==> src/rtl/adc_seq_fifo.sv <==
module adc_seq_fifo #(
  parameter int NUM_SEQ = 4,
  parameter int DEPTH   = 16,
  parameter int DATA_W  = 10,
  parameter int ADDR_W  = 8
) (
  input  logic               clk,
  input  logic               rst_n,
  input  logic [ADDR_W-1:0]  bus_addr,
  input  logic               bus_wr,
  input  logic               bus_rd,
  input  logic [31:0]        bus_wdata,
  output logic [31:0]        bus_rdata,
  input  logic               trig,
  output logic [NUM_SEQ-1:0] irq
);
  localparam int PW         = $clog2(DEPTH);
  localparam int SW         = $clog2(NUM_SEQ);
  localparam int EV_W       = 4 * NUM_SEQ;
  localparam int SEQ_BASE   = 'h40;
  localparam int SEQ_STRIDE = 'h20;
  localparam logic [3:0] EV_TIMER = 4'd5;

  logic [NUM_SEQ-1:0] enable_q, raw_q, mask_q, ovf_q, unf_q;
  logic [EV_W-1:0]    evsel_q;
  logic [31:0]        noise_q, nz;
  logic [NUM_SEQ-1:0] sel_v, pop_v, full_v, empty_v;
  logic [NUM_SEQ-1:0][DATA_W-1:0] samp, head_w;
  logic [NUM_SEQ-1:0][31:0]       stat_w, mux_w, ctl_w;

  logic [ADDR_W-1:0] seq_off;
  logic [SW-1:0]     seq_idx;
  logic [4:0]        sub;
  logic              seq_hit, glob_wr;

  assign seq_off = bus_addr - ADDR_W'(SEQ_BASE);
  assign seq_idx = seq_off[5 +: SW];
  assign sub     = seq_off[4:0];
  assign seq_hit = (bus_addr >= ADDR_W'(SEQ_BASE)) &&
                   (bus_addr <  ADDR_W'(SEQ_BASE + SEQ_STRIDE * NUM_SEQ));
  assign glob_wr = bus_wr && (bus_addr < ADDR_W'(SEQ_BASE));
  assign irq     = raw_q & mask_q;

  always_comb begin
    nz = noise_q;
    for (int n = 0; n < NUM_SEQ; n++) begin
      if (sel_v[n]) nz = nz * 32'd314159 + 32'd1;
      samp[n] = DATA_W'(32'h200 + {29'd0, nz[18:16]});
    end
  end

  always_ff @(posedge clk) begin
    if (!rst_n) begin
      enable_q <= '0; raw_q <= '0; mask_q <= '0;
      ovf_q <= '0; unf_q <= '0; evsel_q <= '0; noise_q <= '0;
    end else begin
      noise_q <= nz;
      if (glob_wr && bus_addr == ADDR_W'('h00)) enable_q <= bus_wdata[NUM_SEQ-1:0];
      if (glob_wr && bus_addr == ADDR_W'('h08)) mask_q   <= bus_wdata[NUM_SEQ-1:0];
      if (glob_wr && bus_addr == ADDR_W'('h14)) evsel_q  <= bus_wdata[EV_W-1:0];
      raw_q <= (raw_q & ~((glob_wr && bus_addr == ADDR_W'('h0C)) ? bus_wdata[NUM_SEQ-1:0] : '0))
             | sel_v;
      ovf_q <= (ovf_q & ~((glob_wr && bus_addr == ADDR_W'('h10)) ? bus_wdata[NUM_SEQ-1:0] : '0))
             | (sel_v & full_v);
      unf_q <= (unf_q & ~((glob_wr && bus_addr == ADDR_W'('h18)) ? bus_wdata[NUM_SEQ-1:0] : '0))
             | (pop_v & empty_v);
    end
  end

  for (genvar n = 0; n < NUM_SEQ; n++) begin : g_seq
    logic [PW-1:0]     rp_q, wp_q;
    logic              empty_q, full_q, do_push, do_pop, here_wr;
    logic [31:0]       mux_q, ctl_q;
    logic [DATA_W-1:0] mem [DEPTH];

    assign sel_v[n]   = trig && enable_q[n] && (evsel_q[4*n +: 4] == EV_TIMER);
    assign pop_v[n]   = bus_rd && seq_hit && (seq_idx == SW'(n)) && (sub == 5'h08);
    assign here_wr    = bus_wr && seq_hit && (seq_idx == SW'(n));
    assign do_push    = sel_v[n] && !full_q;
    assign do_pop     = pop_v[n] && !empty_q;
    assign full_v[n]  = full_q;
    assign empty_v[n] = empty_q;
    assign head_w[n]  = mem[rp_q];
    assign mux_w[n]   = mux_q;
    assign ctl_w[n]   = ctl_q;
    assign stat_w[n]  = {19'd0, full_q, 3'd0, empty_q, 4'(wp_q), 4'(rp_q)};

    always_ff @(posedge clk) begin
      if (!rst_n) begin
        rp_q <= '0; wp_q <= '0; empty_q <= 1'b1; full_q <= 1'b0;
        mux_q <= '0; ctl_q <= '0;
        for (int i = 0; i < DEPTH; i++) mem[i] <= '0;
      end else begin
        if (here_wr && sub == 5'h00) mux_q <= bus_wdata & 32'h3333_3333;
        if (here_wr && sub == 5'h04) ctl_q <= bus_wdata;
        if (do_push) begin
          mem[wp_q] <= samp[n];
          wp_q      <= wp_q + 1'b1;
        end
        if (do_pop) rp_q <= rp_q + 1'b1;
        if (do_push && !do_pop) begin
          empty_q <= 1'b0;
          full_q  <= (PW'(wp_q + 1'b1) == rp_q);
        end else if (do_pop && !do_push) begin
          full_q  <= 1'b0;
          empty_q <= (PW'(rp_q + 1'b1) == wp_q);
        end
      end
    end


    no_full_empty_chk: assert property (@(posedge clk) disable iff (!rst_n)
      !(full_q && empty_q));

    drop_on_full_chk: assert property (@(posedge clk) disable iff (!rst_n)
      (sel_v[n] && full_q && !pop_v[n]) |=> (full_q && $stable(wp_q) && ovf_q[n]));

    underflow_hold_chk: assert property (@(posedge clk) disable iff (!rst_n)
      (pop_v[n] && empty_q && !sel_v[n]) |=> (empty_q && $stable(rp_q) && unf_q[n]));

    raw_on_trigger_chk: assert property (@(posedge clk) disable iff (!rst_n)
      sel_v[n] |=> raw_q[n]);
  end

  always_comb begin
    bus_rdata = '0;
    if (seq_hit) begin
      case (sub)
        5'h00:   bus_rdata = mux_w[seq_idx];
        5'h04:   bus_rdata = ctl_w[seq_idx];
        5'h08:   bus_rdata = 32'(head_w[seq_idx]);
        5'h0C:   bus_rdata = stat_w[seq_idx];
        default: bus_rdata = '0;
      endcase
    end else begin
      case (bus_addr)
        ADDR_W'('h00): bus_rdata = 32'(enable_q);
        ADDR_W'('h04): bus_rdata = 32'(raw_q);
        ADDR_W'('h08): bus_rdata = 32'(mask_q);
        ADDR_W'('h0C): bus_rdata = 32'(raw_q & mask_q);
        ADDR_W'('h10): bus_rdata = 32'(ovf_q);
        ADDR_W'('h14): bus_rdata = 32'(evsel_q);
        ADDR_W'('h18): bus_rdata = 32'(unf_q);
        default:       bus_rdata = '0;
      endcase
    end
  end
endmodule

==> config.mk <==
export PLATFORM = sky130hd
export DESIGN_NAME = adc_seq_fifo
export DESIGN_NICKNAME = d
export VERILOG_FILES = /design/src/rtl/adc_seq_fifo.sv
export SDC_FILE = /design/constraint.sdc
export NUM_CORES = 2
export LEC_CHECK = 0
export BUFFER_PORTS_ARGS = -buffer_cell sky130_fd_sc_hd__buf_2
export CORE_ASPECT_RATIO = 0.8
export CORE_MARGIN = 2
export CORE_UTILIZATION = 55
export CTS_BUF_LIST = sky130_fd_sc_hd__clkbuf_8
export DETAILED_ROUTE_END_ITERATION = 8
export GPL_TIMING_DRIVEN = 0
export PLACE_DENSITY = 0.71
export SKIP_CTS_REPAIR_TIMING = 1
export SYNTH_ARGS = -nofsm -noshare
export SYNTH_HDL_FRONTEND = slang
export SYNTH_SLANG_ARGS = --single-unit
export TNS_END_PERCENT = 50
==> constraint.sdc <==
create_clock -name clk -period 28.2 [get_ports clk]
set_clock_uncertainty 0.15 [all_clocks]
set_input_delay 4.23 -clock clk [delete_from_list [all_inputs] [get_ports clk]]
set_output_delay 4.23 -clock clk [all_outputs]
set_load 0.03 [all_outputs]
---- Yosys cells after proc, flatten, opt, wreduce, memory -nomap -nowiden ----
Memories as Yosys holds them, arrays and structs flattened. A register that Yosys moved wholly into a read port is not among the register bits.
Cells that the tools add are included.
W data, S select, Z words.
storage, ports and cells
  bits of input ports ..................... 45
  memory bits (writable) .................. 640
  logic and storage cells ................. 245
  output and inout bits ................... 36
  register bits after elaboration ......... 300
  memories kept ........................... 4
cells by class
  mux-type cells .......................... 67
  order comparisons ....................... 4
  $mul .................................... 4
  bitwise logic cells ..................... 13
  add/sub/neg operators ................... 17
  reductions and logical operators ........ 81
  eq/ne operators ......................... 24
memory list
  name          depth  bits a word  read ports  clocked after memory_dff  write ports  line  RTL
  g_seq[0].mem  16     10           1           1                         16           74    logic [DATA_W-1:0] mem [DEPTH];
  g_seq[1].mem  16     10           1           1                         16           74
  g_seq[2].mem  16     10           1           1                         16           74
  g_seq[3].mem  16     10           1           1                         16           74
operators with widths
  cell                      number
  $mux W32                  8
  $bmux W32 S2              3
  $add A32 B1 Y32 const B   4
  $mul A32 B19 Y32 const B  4
  $pmux W32 S4              1
  $pmux W16 S7              1
  $mux W4                   15
  $logic_and A1 B1 Y1       54
  $mux W10                  5
  $add A10 B3 Y10 const A   4
  $reduce_or A10 Y1         4
  $mux W1                   33
  $add A4 B1 Y4 const B     8
  $eq A4 B4 Y1              8
  $and A4 B4 Y4             7
  $eq A8 B5 Y1 const B      3
  $bmux W10 S2              1
  $eq A4 B3 Y1 const B      4
  $eq A8 B4 Y1 const B      2
  $logic_not A1 Y1          16
  $not A4 Y4                3
  $or A4 B4 Y4              3
  $eq A5 B4 Y1 const B      2
  $eq A8 B3 Y1 const B      1
  other kinds (12)          16

---- Longest topological paths before layout ----
  depth in word-level cells ............... 14
  depth in mapped cells ................... 78
  mapped depth without buffers ............ 75

---- Worst setup path before layout ----
No wires, ideal clock.
  kind .................................... input port to flip-flop
  start point ............................. input trig
  end point ............................... memory g_seq[3].mem[12][2], data pin
  required time ........................... 27.793 ns
  path slack .............................. 8.339 ns
  stages .................................. 65
  data arrival time ....................... 19.454 ns
  cell sequence ........................... and4bb_1 > and3_1 > buf_4 > clkbuf_1 > o21ai_0 > fa_1 > ha_1 > inv_1 > fa_1 > inv_1 > ha_1 > ha_1 > fa_1 > ha_1 > or3_1 > o221ai_1 > a21oi_1 > o21ai_0 > (+29 left out) > fa_1 > fa_1 > fa_1 > fa_1 > xnor2_1 > xnor2_1 > xnor2_1 > xnor2_1 > xnor2_1 > xnor2_1 > xnor2_1 > xnor2_1 > xnor3_1 > xnor2_1 > o21a_1 > buf_6 > buf_6 > nor3_2
RTL lines
  what                line  RTL
  start: declaration  14    input logic trig,
  end: declaration    74

==> reports/results.tsv <==
stage	metric	value	unit
critical_path	crit_family	adder cells	
critical_path	reg2reg_from	noise_q[5]	
yosys	yosysWarnings	0	
routing	vias_per_cell	5.74	
cts	clk_latency	0.65	ns
die	ios	81	
power_and_ir_drop	switchingPower	0.000372	W
timing	drv_slew	0	
critical_path	critPathArrivalTime	22.41	ns
timing	relSlewSlack	7.03	%
global_route	antenna_found_initial	8	
power_and_ir_drop	sw_frac_of_total	24.2	%
finish	regArea	0.0131	mm²
cts	cts_buffers	80	
yosys	synth.avg_cell_area	9.63	µm²
global_route	track_usage	29.3	%
global_route	grt_pass1_vias	29238	
cts	cts_tree	done	
power_and_ir_drop	p_leak	19.0	nW
power_and_ir_drop	p_comb_share	3.9	%
yosys	ys_seq_elements	559	
timing	finalHoldViolations	0	
yosys	yosysSeqAreaShare	33.5	%
timing	worst_pin_slew	1.38	ns
outcome	status	finished clean	
min_path	min_path_cells	2	
finish	nets	4870	
global_route	grt_max_degree	13	
routing	vias	29945	
finish	layout.cells.non_filler	5221	
critical_path	cp.depth	67	
timing	fmax	45.1	MHz
critical_path	path_buf_inv	18	
routing	detail_route.first_pass.iterations	8	
die	die_area	0.0733	mm²
critical_path	cpMostUsedCell	fa_1	
run	drv_cap	0	
routing	drt_iter0_markers	3340	
timing	setup_viol	0	
routing	ant_nets	0	
min_path	hold_end	g_seq[1].mux_q[17]	
routing	wl_per_cell	20.2	µm
power_and_ir_drop	clkPwrFrac	40.9	%
yosys	async_flop_share	0	%
timing	fin_crit	22.15	ns
cts	clock_path_buffers	3	
critical_path	path_max_fanout	10	
critical_path	cp_slowest_cell	a21oi_1	
finish	fillCellCount	6079	
global_route	overflow	0	
cts	cts.sinks	559	
routing	drc_errors	0	
critical_path	r2r_end	g_seq[3].mem[10][2]	
critical_path	crit_path_end_kind	flop	
finish	multi_input_area	0.0233	mm²
finish	syn2layout_area_growth	7.92	%
critical_path	rr_worst_depth	77	
routing	wirelength	106000	µm
power_and_ir_drop	power_density	36.5	mW/mm²
placement	portBuffers	61	
yosys	syn-num-nets	4720	
finish	drive_gt1_share	8.74	%
timing	finalSetupTns	0	ns
global_route	grt_first_pass_wirelength	166000	µm
die	core	0.0704	mm²
critical_path	cpPeakStageDelay	0.76	ns
timing	post-route-period-util	78.5	%
critical_path	path_class	input port to flop	
die	rows	87	
finish	final_util	60.0	%
die	initial_core_util	55.6	%
critical_path	cp-start-kind	input port	
power_and_ir_drop	ir_drop	0.0392	mV
cts	cts-root-buf	clkbuf_8	
yosys	synth_cell_types	77	
cts	clk_pin_slew	0.07	ns
yosys	ys.flop_type	dfxtp_1	
critical_path	cp_data_required_time	28.46	ns
die	die_h	243	µm
cts	ctsHtreeMaxLevel	3	
yosys	synth_edf_count	192	
power_and_ir_drop	intPower	0.00117	W
min_path	hold_class	flop to flop	
power_and_ir_drop	p_seq_share	55.2	%
die	die_w	302	µm
critical_path	r2r_setup_slack	6.95	ns
placement	place.gp.congestion	0.958	
yosys	syn_inst	4065	
placement	dp_hpwl	82100	µm
timing	rsz0062_at_grt	false	
min_path	hp-start	g_seq[1].mux_q[17]	
yosys	syn-cell-area	0.0391	mm²
placement	dp.cells	5065	
==> metrics by stage <==
stage	setup slack, ns	hold WS (ns)	instance area [µm²]	total power [W]
floorplan	8.34	0.268	39100	0.000899
global placement	5.21	0.282	40600	0.000926
detailed placement	5.34	0.288	40700	0.000926
CTS	6.00	0.302	42200	0.00154
global route	5.13	0.307	42200	0.00158
finish	6.05	0.302	42200	0.00154
==> worst max-delay path by stage <==
stage / endpoint / startpoint / slack, ns
2_1_floorplan: g_seq[3].mem[12][2] / trig / 8.34
3_3_place_gp: g_seq[3].mem[11][2] / trig / 5.21
3_5_place_dp: g_seq[3].mem[13][2] / trig / 5.34
4_1_cts: g_seq[3].mem[13][2] / trig / 6.00
5_1_grt: g_seq[3].mem[11][2] / trig / 5.13
6_report: g_seq[3].mem[10][2] / trig / 6.05
==> flip-flops by register name (all words and copies together), names as in the netlist, named ones only <==
register and cells:
g_seq.mem 256, g_seq.ctl_q 128, g_seq.mux_q 64, noise_q 19
evsel_q 16, g_seq.rp_q 16, g_seq.wp_q 16, enable_q 4
g_seq.empty_q 4, g_seq.full_q 4, mask_q 4, ovf_q 4
raw_q 4, unf_q 4
==> Yosys cell counts (56+ instances only) <==
cell | instances | area (µm²)
a21oi_1 | 297 | 1490
clkbuf_1 | 161 | 604
dfxtp_1 | 367 | 7350
edfxtp_1 | 192 | 5770
fa_1 | 266 | 5330
ha_1 | 344 | 4300
inv_1 | 529 | 1990
mux4_2 | 142 | 3200
nand2_1 | 761 | 2860
nor2_1 | 327 | 1230
o21ai_0 | 56 | 280
xnor2_1 | 123 | 1080
xor2_1 | 64 | 561
==> worst reg2reg max path, delay by kind of cell (launching register included) <==
family,cells,cell delay [ns]
adder cells (fa/ha/maj),27,11.43
buffers and inverters,21,2.87
AO/OA/AOI/OAI,12,2.45
XOR/XNOR,13,2.38
multiplexers,1,0.70
flip-flops,1,0.58
AND/OR/NAND/NOR,3,0.47
==> metal layers <==
metal  up-vias  GRT usage [%]  routed length, µm
li1      13727              -                  -
met1     14496           44.9              46700
met2      1473           41.4              43900
met3       243           6.30              11800
met4         6           8.50               3210
met5         -              0                 39
==> cells in the final DEF, fill, tap and decap left out, drive strengths merged, types with 22 or more instances in the layout <==
| master | instances |
|---|---|
| nor3 | 49 |
| edfxtp | 192 |
| nand2 | 762 |
| dfxtp | 367 |
| a21oi | 300 |
| nor2 | 327 |
| inv | 576 |
| buf | 89 |
| a21o | 24 |
| and3 | 42 |
| mux4 | 142 |
| xnor2 | 127 |
| ha | 344 |
| clkbuf | 265 |
| mux2i | 22 |
| xor2 | 65 |
| fa | 266 |
| a22oi | 26 |
| o21ai | 64 |
| nand3 | 53 |
==> cells by family (layout without fill, tap and decap cells) <==
family                     Yosys count  in the layout  synth area share [%]
adders and majority gates          610            610                  24.6
buffers and inverters              724            939                  7.05
DFF                                559            559                  33.5
xor gates and xnor gates           194            194                  4.56
and+or+nand+nor                   1317           1317                  14.0
other                                0              7                     0
AOI/OAI and AO/OA                  496            496                  7.52
muxes                              165            165                  8.76
==> power groups by stage <==
stage	Sequential (W)	Clock [W]	Combinational, W
after detailed placement	0.000868	0	0.0000582
after CTS	0.000851	0.000630	0.0000584
after global placement	0.000868	0	0.0000578
after floorplan	0.000865	0	0.0000340
after global routing	0.000851	0.000668	0.0000630
final	0.000850	0.000630	0.0000607
==> layout make-up <==
class	instances	share of cell area, %
multi-input cells	2782	55.1
flip-flops and latches	559	31.0
inverters	532	4.73
clock buffers	94	3.06
well taps	934	2.77
plain buffers	192	1.80
repair buffers	68	0.847
clock inverters	53	0.598
diodes	7	0.0415
Power figures use the tool's default switching activity.
